File: config.mk
export PLATFORM = sky130hd
export DESIGN_NAME = spi_csel_top
export DESIGN_NICKNAME = d
export VERILOG_FILES = /design/src/rtl/spi_csel_pkg.sv /design/src/rtl/spi_csel_ctrl.sv /design/src/rtl/spi_csel_dp.sv /design/src/rtl/spi_csel_top.sv
export SDC_FILE = /design/constraint.sdc
export NUM_CORES = 1
export LEC_CHECK = 0
export ABC_CLOCK_PERIOD_IN_PS = 1100
export BUFFER_PORTS_ARGS = -buffer_cell sky130_fd_sc_hd__buf_2
export CAP_MARGIN = 25
export CORE_MARGIN = 3
export CORE_UTILIZATION = 34
export DETAILED_ROUTE_END_ITERATION = 10
export GPL_TIMING_DRIVEN = 1
export PLACE_DENSITY = 0.84
export SYNTH_ARGS = -nofsm -noshare
export SYNTH_HDL_FRONTEND = slang
export SYNTH_SLANG_ARGS = --single-unit
File: constraint.sdc
create_clock -name clk -period 1.1 [get_ports clk]
set_input_delay 0.055 -clock clk [delete_from_list [all_inputs] [get_ports clk]]
set_output_delay 0.055 -clock clk [all_outputs]
set_load 0.05 [all_outputs]
File: src/rtl/spi_csel_pkg.sv
package spi_csel_pkg;
  localparam int MAX_SEL = 8;
  localparam int DIRECT_BIT = 8;
  localparam int INVERT_BIT = 9;
  localparam int REG_W = 10;

  typedef struct packed {
    logic                load;
    logic [MAX_SEL-1:0]  enables;
    logic                direct;
    logic                invert;
  } selCmd_t;
endpackage

File: src/rtl/spi_csel_ctrl.sv
module spi_csel_ctrl
  import spi_csel_pkg::*;
#(
  parameter int DATA_W = 32
) (
  input  logic              wrEn,
  input  logic [DATA_W-1:0] wrData,
  output selCmd_t           cmd
);
  always_comb begin
    cmd.load    = wrEn;
    cmd.enables = wrData[MAX_SEL-1:0];
    cmd.direct  = wrData[DIRECT_BIT];
    cmd.invert  = wrData[INVERT_BIT];
  end
endmodule

File: src/rtl/spi_csel_dp.sv
module spi_csel_dp
  import spi_csel_pkg::*;
#(
  parameter int NUM_SEL = 8,
  parameter int DATA_W  = 32
) (
  input  logic               clk,
  input  logic               rstN,
  input  selCmd_t            cmd,
  input  logic               xferActive,
  output logic [DATA_W-1:0]  rdData,
  output logic [NUM_SEL-1:0] selN
);
  logic [MAX_SEL-1:0] enReg;
  logic               directReg;
  logic               invertReg;

  always_ff @(posedge clk or negedge rstN) begin
    if (!rstN) begin
      enReg     <= '0;
      directReg <= 1'b0;
      invertReg <= 1'b0;
    end else if (cmd.load) begin
      enReg     <= cmd.enables;
      directReg <= cmd.direct;
      invertReg <= cmd.invert;
    end
  end

  always_comb begin
    rdData = '0;
    rdData[MAX_SEL-1:0] = enReg;
    rdData[DIRECT_BIT]  = directReg;
    rdData[INVERT_BIT]  = invertReg;
  end

  for (genvar i = 0; i < NUM_SEL; i++) begin : gLine
    logic asserted;
    assign asserted = enReg[i] & (directReg | xferActive);
    assign selN[i]  = invertReg ? asserted : ~asserted;
  end
endmodule

File: src/rtl/spi_csel_top.sv
module spi_csel_top
  import spi_csel_pkg::*;
#(
  parameter int NUM_SEL = 8,
  parameter int DATA_W  = 32
) (
  input  logic               clk,
  input  logic               rstN,
  input  logic               wrEn,
  input  logic [DATA_W-1:0]  wrData,
  output logic [DATA_W-1:0]  rdData,
  input  logic               xferActive,
  output logic [NUM_SEL-1:0] selN
);
  selCmd_t cmd;

  spi_csel_ctrl #(.DATA_W(DATA_W)) uCtrl (
    .wrEn(wrEn), .wrData(wrData), .cmd(cmd)
  );

  spi_csel_dp #(.NUM_SEL(NUM_SEL), .DATA_W(DATA_W)) uDp (
    .clk(clk), .rstN(rstN), .cmd(cmd), .xferActive(xferActive),
    .rdData(rdData), .selN(selN)
  );
endmodule

==> results of run 1 <==
what timing repair did:
action | 4_1_cts | 5_1_grt
pin swaps | 2 | 5
buffers inserted | 4 | 1
resized for setup | 28 | 3
endpoints found under the hold margin | 10 | 0
hold buffers | 1 | 0
setup endpoints to repair | 9 | 9
worst reg2reg max path: stages, from the launching register on:
cell and delay (ns):
dfrtp_2 0.43, buf_6 0.14, buf_4 0.13, buf_6 0.11
mux2_4 0.26
cell usage after synthesis:
cell type / count / area, µm²
buf_4: 25 / 188
mux2_4: 10 / 150
o21ai_1: 8 / 40.0
xor2_1: 8 / 70.1
buf_6: 1 / 11.3
conb_1: 1 / 3.75
dfrtp_1: 10 / 250
cell type report:
| cell class | count | area, µm² | area share [%] |
|---|---|---|---|
| clock buffers | 4 | 36.3 | 3.01 |
| repair buffers | 38 | 302 | 25.0 |
| multi-input cells | 48 | 576 | 47.7 |
| well taps | 25 | 31.3 | 2.59 |
| flip-flops and latches | 10 | 262 | 21.7 |
flip-flops by register name, summed over array words and instances (netlist names):
| name | count |
|---|---|
| uDp.enReg | 8 |
| uDp.directReg | 1 |
| uDp.invertReg | 1 |
path summary, 6_finish.rpt:
path | startpoint | endpoint | slack [ns] | cells past startpoint
max in group asynchronous | rstN | uDp.enReg[1]$_DFFE_PN0P_ | 0.70 | 2
max reg2reg | uDp.directReg$_DFFE_PN0P_ | uDp.directReg$_DFFE_PN0P_ | -0.08 | 4
min in group asynchronous | rstN | uDp.invertReg$_DFFE_PN0P_ | 0.18 | 2
max | uDp.directReg$_DFFE_PN0P_ | selN[3] | -0.33 | 4
min | wrData[4] | uDp.enReg[4]$_DFFE_PN0P_ | 0.01 | 2
min reg2reg | uDp.enReg[3]$_DFFE_PN0P_ | uDp.enReg[3]$_DFFE_PN0P_ | 0.57 | 1
where the power goes:
group / leakage [nW] / internal (mW) / switching [mW]
logic: 0.421 / 0.393 / 0.768
registers: 0.108 / 0.411 / 0.0474
clock network: 0.0210 / 0.201 / 0.136
layer usage:
layer	vias to the layer above	wire, µm	track usage, %
met5	-	0	0
met4	0	16	7.86
met3	2	145	0.860
met2	33	932	25.0
met1	241	592	16.6
li1	229	-	-
metrics by stage:
step | cell area (µm²) | setup TNS, ns | hold WS (ns) | instances
after global placement | 998 | -0.726 | -0.0773 | 115
after detailed placement | 998 | -0.871 | -0.0711 | 115
final | 1210 | -2.78 | 0.0140 | 125
after global routing | 1210 | -3.30 | 0.00135 | 125
after floorplan | 995 | -0.125 | -0.241 | 84
after CTS | 1190 | -2.58 | 0.00477 | 124
cell families after synthesis:
family	Yosys count
DFF	10
buffers and inverters	26
AOI/OAI and AO/OA	8
muxes	10
xor gates and xnor gates	8
other	1
==> impl_metrics.toml, run 1 <==
[outcome]
status = "finished with violations"
violations = "negative setup slack"

[routing]
wl_per_cell_um = 13.5
dr_total_vias = 505
routed_wl_um = 1690
drc = 0
postRouteAntennaNets = 0
dr.first_iter.drc_count = 2
dr.pass1.iters = 3
viasPerCell = 4.04

[timing]
finClkSkew_ns = 0
timing.final.ws_setup_ns = -0.334
finalSetupViolations = 10
hold_viol_final = 0
finalMaxSlewViolations = 0
finalCriticalPeriod_ns = 1.43
rsz0062_at_grt = "yes"
clock.fmax_ghz = 0.697
period_share_pct = 130

[yosys]
synth.avg_cell_area_um2 = 11.3
synth_top_family_by_area = "buffers and inverters"
yosysWarnings = 0
synth_area_um2 = 713
synth_cell_types = 7
synth_compound_area_share_pct = 5.61
synthSimpleGateAreaFrac_pct = 0
synthMuxAreaShare_pct = 21.1
yosysSeqAreaShare_pct = 35.1
synth_xor_area_share_pct = 9.82
synthAdderAreaFrac_pct = 0
synth_cells = 63
synth-seq-cells = 10

[worst_setup_path]
setup.worst_path.end_class = "output port"
critPathMaxFanout = 3
cp_data_arrival_time_ns = 1.38
cp_cell_sequence = "buf_4, o21ai_2, xor2_4, buf_6"
required_ns = 1.04
critPathLaunchType = "register"
crit_buf_inv = 2
crit_path_max_incr_delay_ns = 0.43
cp_slowest_cell = "dfrtp_2"
crit_type = "reg -> out"
crit_family = "flip-flops"

[floorplan]
io_pins = 76
die_area_um2 = 2680
core_area_um2 = 1860
rows = 15
start_util_pct = 38.4
die_y_um = 51.8
die_w_um = 51.8

[clock_network]
clk_path_buf_depth = 2
clock-sinks = 10
clk_pin_slew_ns = 0.07
cts.htree.levels = 1
cts_tree = "built"
cts_inserted_buffers = 3
ctsRootBufferMaster = "clkbuf_4"
insertion_delay_ns = 0.27

[final_layout]
diodes = 0
fillers = 134
nets = 137
mostFrequentLayoutCells = "conb_1 (22), buf_2 (22), mux2_4 (10), buf_6 (9), dfrtp_2 (9)"
drive_above_1_share_pct = 76.0
area_delta_synth_final_pct = 69.1
postLayoutCoreUtil_pct = 64.9

[power]
peakVddDrop_v = 0.000817
power_density_nw_per_um2 = 1620
power.total_mw = 1.96
p_leak_nw = 0.549

[grt]
grt_pass1_vias = 520
globalRouteOverflowTotal = 0
antenna_found_initial = 0
grt_max_degree = 11
grt_first_pass_wirelength_um = 2640
grtUsageTotal_pct = 14.0

[place]
gp_congestion = 0.706
dp_slack_ns = -0.129
port_buffers = 31
dpl.hpwl_um = 1190

[hold_path]
hp-class = "in -> reg"

[flow_run]
maxCapViolCount = 0
Note: power is estimated with default switching activity, not from simulation.
==> run 2, diff against run 1 <==
--- a/config.mk
+++ b/config.mk
@@ -8,11 +8,13 @@
 export ABC_CLOCK_PERIOD_IN_PS = 1100
 export BUFFER_PORTS_ARGS = -buffer_cell sky130_fd_sc_hd__buf_2
 export CAP_MARGIN = 25
+export CORE_ASPECT_RATIO = 0.7
 export CORE_MARGIN = 3
 export CORE_UTILIZATION = 34
 export DETAILED_ROUTE_END_ITERATION = 10
 export GPL_TIMING_DRIVEN = 1
 export PLACE_DENSITY = 0.84
+export RECOVER_POWER = 50
 export SYNTH_ARGS = -nofsm -noshare
 export SYNTH_HDL_FRONTEND = slang
 export SYNTH_SLANG_ARGS = --single-unit
==> impl_metrics.toml, run 2 (synthesized netlist as in run 1, its figures left out) <==
[final_layout]
diodes = 0
postLayoutCoreUtil_pct = 57.2
finalNonFillerCells = 119
largestRegisters = "uDp.enReg (8), uDp.directReg (1), uDp.invertReg (1)"
area_delta_synth_final_pct = 54.0
fillers = 177
seqCellArea_um2 = 263
stdcell_area_um2 = 1100
final_common_cell = "conb_1"
regMostFlops = "uDp.enReg"
largest_reg_flops = 8
mostFrequentLayoutCells = "conb_1 (22), buf_2 (20), dfrtp_2 (10), xor2_4 (8), buf_4 (8)"
drive_above_1_share_pct = 71.1
multi_input_area_um2 = 515
nets = 134

[worst_setup_path]
crit_family = "flip-flops"
cp_slowest_cell = "dfrtp_2"
cp_data_arrival_time_ns = 1.38
critPathLaunchType = "register"
cp_cell_sequence = "o21ai_2, xor2_4, buf_4"
critPathMaxFanout = 9
crit_type = "reg -> out"
required_ns = 1.04
timing.reg2reg.setup_slack_ns = 0.05
crit_path_max_incr_delay_ns = 0.50
crit_buf_inv = 1
setup.worst_path.end_class = "output port"

[timing]
finalCriticalPeriod_ns = 1.44
finClkSkew_ns = 0
fin_setup_tns_ns = -2.58
hold_viol_final = 0
rsz0062_at_grt = "yes"
period_share_pct = 131
worst_hold_slack_ns = 0.00774
finalMaxSlewViolations = 0
finalSetupViolations = 9
slew_headroom_pct = 62.8
worst_pin_slew_ns = 0.557
clock.fmax_ghz = 0.696
timing.final.ws_setup_ns = -0.337

[floorplan]
die_y_um = 44.3
io_pins = 76
die_w_um = 60.7
rows = 13
core_area_um2 = 1920
start_util_pct = 37.2
die_area_um2 = 2690

[flow_run]
maxCapViolCount = 0

[routing]
wl_per_cell_um = 11.9
dr.pass1.iters = 2
dr_total_vias = 484
dr.first_iter.drc_count = 9
viasPerCell = 4.07
routed_wl_um = 1420
drc = 0
postRouteAntennaNets = 0

[outcome]
violations = "negative setup slack"
status = "finished with violations"

[clock_network]
insertion_delay_ns = 0.26
ctsRootBufferMaster = "clkbuf_4"
cts.htree.levels = 1
clk_path_buf_depth = 2
cts_tree = "built"
clk_pin_slew_ns = 0.07
clock-sinks = 10
cts_inserted_buffers = 3

[place]
placed_cells = 113
port_buffers = 31
dpl_cell_area_um2 = 1010
dpl.hpwl_um = 1160
gp_congestion = 0.667
dp_slack_ns = -0.123

[power]
peakVddDrop_v = 0.000835
power_density_nw_per_um2 = 1660
power.total_mw = 1.82
p_leak_nw = 0.502

[hold_path]
hp-class = "in -> reg"

[grt]
grt_max_degree = 11
grt_first_pass_wirelength_um = 2240
antenna_found_initial = 0
grtUsageTotal_pct = 11.7
grt_pass1_vias = 515
globalRouteOverflowTotal = 0
[run 2: cell types whose count changed in the layout (fill, tap and decap cells not counted), sizes merged]
cell / delta
buf: -4
clkbuf: +1
[run 2: path summary, 6_finish.rpt]
check                                          start                        end  depth (start not counted)
setup / recovery           uDp.directReg$_DFFE_PN0P_                    selN[1]                          3
hold / removal                             wrData[4]   uDp.enReg[4]$_DFFE_PN0P_                          2
setup reg to reg           uDp.directReg$_DFFE_PN0P_  uDp.directReg$_DFFE_PN0P_                          2
hold reg to reg             uDp.enReg[4]$_DFFE_PN0P_   uDp.enReg[4]$_DFFE_PN0P_                          1
max in group asynchronous                       rstN   uDp.enReg[5]$_DFFE_PN0P_                          2
min in group asynchronous                       rstN   uDp.enReg[3]$_DFFE_PN0P_                          2
[run 2: metal layers]
metal / global-route usage (%) / routed length [µm]
met5: 0 / 0
met4: 2.60 / 0
met3: 5.25 / 170
met2: 20.3 / 712
met1: 13.2 / 535
[run 2: power by group]
group,switching [mW],total [mW],internal (mW)
Sequential,0.0513,0.463,0.412
Combinational,0.716,1.03,0.317
Clock,0.126,0.327,0.201
[run 2: layout make-up]
type | instances | area share (%)
Tap cell | 22 | 2.51
Sequential cell | 10 | 23.9
Timing Repair Buffer | 35 | 23.3
Multi-Input combinational cell | 48 | 46.9
Clock buffer | 4 | 3.30
[run 2: what timing repair did]
item,in CTS,in global routing
buffers inserted,1,0
resized for setup,14,2
hold buffers,1,0
hold endpoints to repair,10,0
setup endpoints to repair,10,10
==> run 3, diff against run 2 <==
--- a/config.mk
+++ b/config.mk
@@ -10,10 +10,12 @@
 export CAP_MARGIN = 25
 export CORE_ASPECT_RATIO = 0.7
 export CORE_MARGIN = 3
-export CORE_UTILIZATION = 34
+export CORE_UTILIZATION = 25
+export CTS_BUF_LIST = sky130_fd_sc_hd__clkbuf_4
 export DETAILED_ROUTE_END_ITERATION = 10
 export GPL_TIMING_DRIVEN = 1
-export PLACE_DENSITY = 0.84
+export MAX_ROUTING_LAYER = met4
+export PLACE_DENSITY = 0.66
 export RECOVER_POWER = 50
 export SYNTH_ARGS = -nofsm -noshare
 export SYNTH_HDL_FRONTEND = slang
==> impl_metrics.toml, run 3 (synthesized netlist as in run 1, its figures left out) <==
[worst_setup_path]
cp_data_arrival_time_ns = 1.38
r2r_start = "uDp.invertReg$_DFFE_PN0P_"
setup.worst_path.end_class = "output port"
crit_start = "uDp.directReg$_DFFE_PN0P_"
cp_slowest_cell = "dfrtp_2"
timing.reg2reg.setup_slack_ns = 0.10
critPathMaxFanout = 10
crit_end = "selN[3]"
required_ns = 1.04
crit_path_max_incr_delay_ns = 0.52
crit_type = "reg -> out"
cp_cell_sequence = "o21ai_2, xor2_4, buf_4"
critPathLaunchType = "register"
r2r_cells = 2
worstReg2RegEnd = "uDp.invertReg$_DFFE_PN0P_"

[final_layout]
final_common_cell = "conb_1"
stdcell_area_um2 = 1130
seqCellArea_um2 = 263
area_delta_synth_final_pct = 58.1
nets = 136
multi_input_area_um2 = 515
diodes = 0
drive_above_1_share_pct = 67.7
mostFrequentLayoutCells = "conb_1 (22), buf_2 (21), dfrtp_2 (10), xor2_4 (8)"
largestRegisters = "uDp.enReg (8), uDp.directReg (1), uDp.invertReg (1)"
fillers = 260
regMostFlops = "uDp.enReg"
postLayoutCoreUtil_pct = 43.5
largest_reg_flops = 8

[floorplan]
start_util_pct = 27.5
die_area_um2 = 3540
die_y_um = 50.7
rows = 15
core_area_um2 = 2590
io_pins = 76
die_w_um = 69.8

[timing]
finalCriticalPeriod_ns = 1.44
period_share_pct = 131
timing.final.ws_setup_ns = -0.340
rsz0062_at_grt = "yes"
finalSetupViolations = 9
worst_pin_slew_ns = 0.566
clock.fmax_ghz = 0.694
finalMaxSlewViolations = 0
hold_viol_final = 0
finClkSkew_ns = 0
slew_headroom_pct = 62.3

[clock_network]
insertion_delay_ns = 0.26
clk_pin_slew_ns = 0.07
cts.htree.levels = 1
cts_inserted_buffers = 3
clk_path_buf_depth = 2
ctsRootBufferMaster = "clkbuf_4"
cts_tree = "built"
clock-sinks = 10

[grt]
antenna_found_initial = 0
busiest_layer = "met2"
grtUsageTotal_pct = 9.47
grtUsageMet2_pct = 15.4
grtUsageMet1_pct = 10.2
use_met3_pct = 5.40
grt_max_degree = 11
grt_pass1_vias = 448
globalRouteOverflowTotal = 0
grt_first_pass_wirelength_um = 2400

[flow_run]
maxCapViolCount = 0

[hold_path]
hp-class = "in -> reg"
min_path_cells = 2

[power]
p_leak_nw = 0.505
power_frac_comb_pct = 58.8
switching_power_mw = 0.893
swShare_pct = 50.9
p_clk_share_pct = 14.7
power.total_mw = 1.76
seq_power_share_pct = 26.5
power_density_nw_per_um2 = 1560
internal_power_mw = 0.863
peakVddDrop_v = 0.000460

[outcome]
violations = "negative setup slack"
status = "finished with violations"

[routing]
postRouteAntennaNets = 0
dr.first_iter.drc_count = 11
viasPerCell = 3.72
wl_per_cell_um = 11.3
dr_total_vias = 495
drc = 0
routed_wl_um = 1510
dr.pass1.iters = 3

[place]
dpl_cell_area_um2 = 1010
dp_slack_ns = -0.123
dpl.hpwl_um = 1170
port_buffers = 31
gp_congestion = 0.667
==> run 3: power by group through the flow <==
stage / combinational (mW) / clock (mW) / sequential (mW)
detailed placement: 0.964 / 0 / 0.468
floorplan: 0.771 / 0 / 0.567
global route: 1.08 / 0.301 / 0.474
CTS: 1.05 / 0.278 / 0.468
finish: 1.03 / 0.257 / 0.465
global placement: 0.958 / 0 / 0.467
==> run 3: how the worst min path moves through the flow <==
stage / startpoint / end / slack (ns)
5_1_grt: wrData[4] / uDp.enReg[4]$_DFFE_PN0P_ / -0.004
2_1_floorplan: rstN / uDp.directReg$_DFFE_PN0P_ / -0.24
6_report: wrData[5] / uDp.enReg[5]$_DFFE_PN0P_ / 0.01
4_1_cts: wrData[1] / uDp.enReg[1]$_DFFE_PN0P_ / 0.007
3_3_place_gp: rstN / uDp.invertReg$_DFFE_PN0P_ / -0.07
3_5_place_dp: rstN / uDp.invertReg$_DFFE_PN0P_ / -0.07
==> run 3: per-stage QoR <==
stage | TNS, ns | cells | hold slack, ns
after floorplan | -0.125 | 84 | -0.241
after global placement | -0.765 | 124 | -0.0685
after detailed placement | -0.872 | 124 | -0.0670
after CTS | -2.86 | 130 | 0.00725
after global routing | -3.51 | 133 | -0.00354
final | -2.68 | 133 | 0.0133
==> run 3: area by class of cell <==
| class | instances | share of cell area, % |
|---|---|---|
| clock inverter | 1 | 0.333 |
| multi-input combinational | 48 | 45.7 |
| sequential | 10 | 23.3 |
| clock buffer | 3 | 2.00 |
| timing repair buffer | 37 | 24.9 |
| tap | 34 | 3.77 |
==> run 3: repair_timing <==
item,in CTS,in global routing
pin swaps,0,0
setup endpoints to repair,10,10
resized for setup,15,0
hold buffers,1,3
gates cloned,1,0
setup buffers,0,0
hold endpoints to repair,10,3
==> run 3: worst max-delay path, delay by kind of cell (launching register included) <==
kind	cells	cell delay, ns
buffers and inverters	1	0.21
DFF	1	0.52
xor gates and xnor gates	1	0.16
AOI/OAI and AO/OA	1	0.24
==> run 3: per-layer routing <==
layer,routed length (µm),vias to the layer above
met4,0,0
met1,572,227
met5,0,-
li1,-,236
met2,744,32
met3,190,0
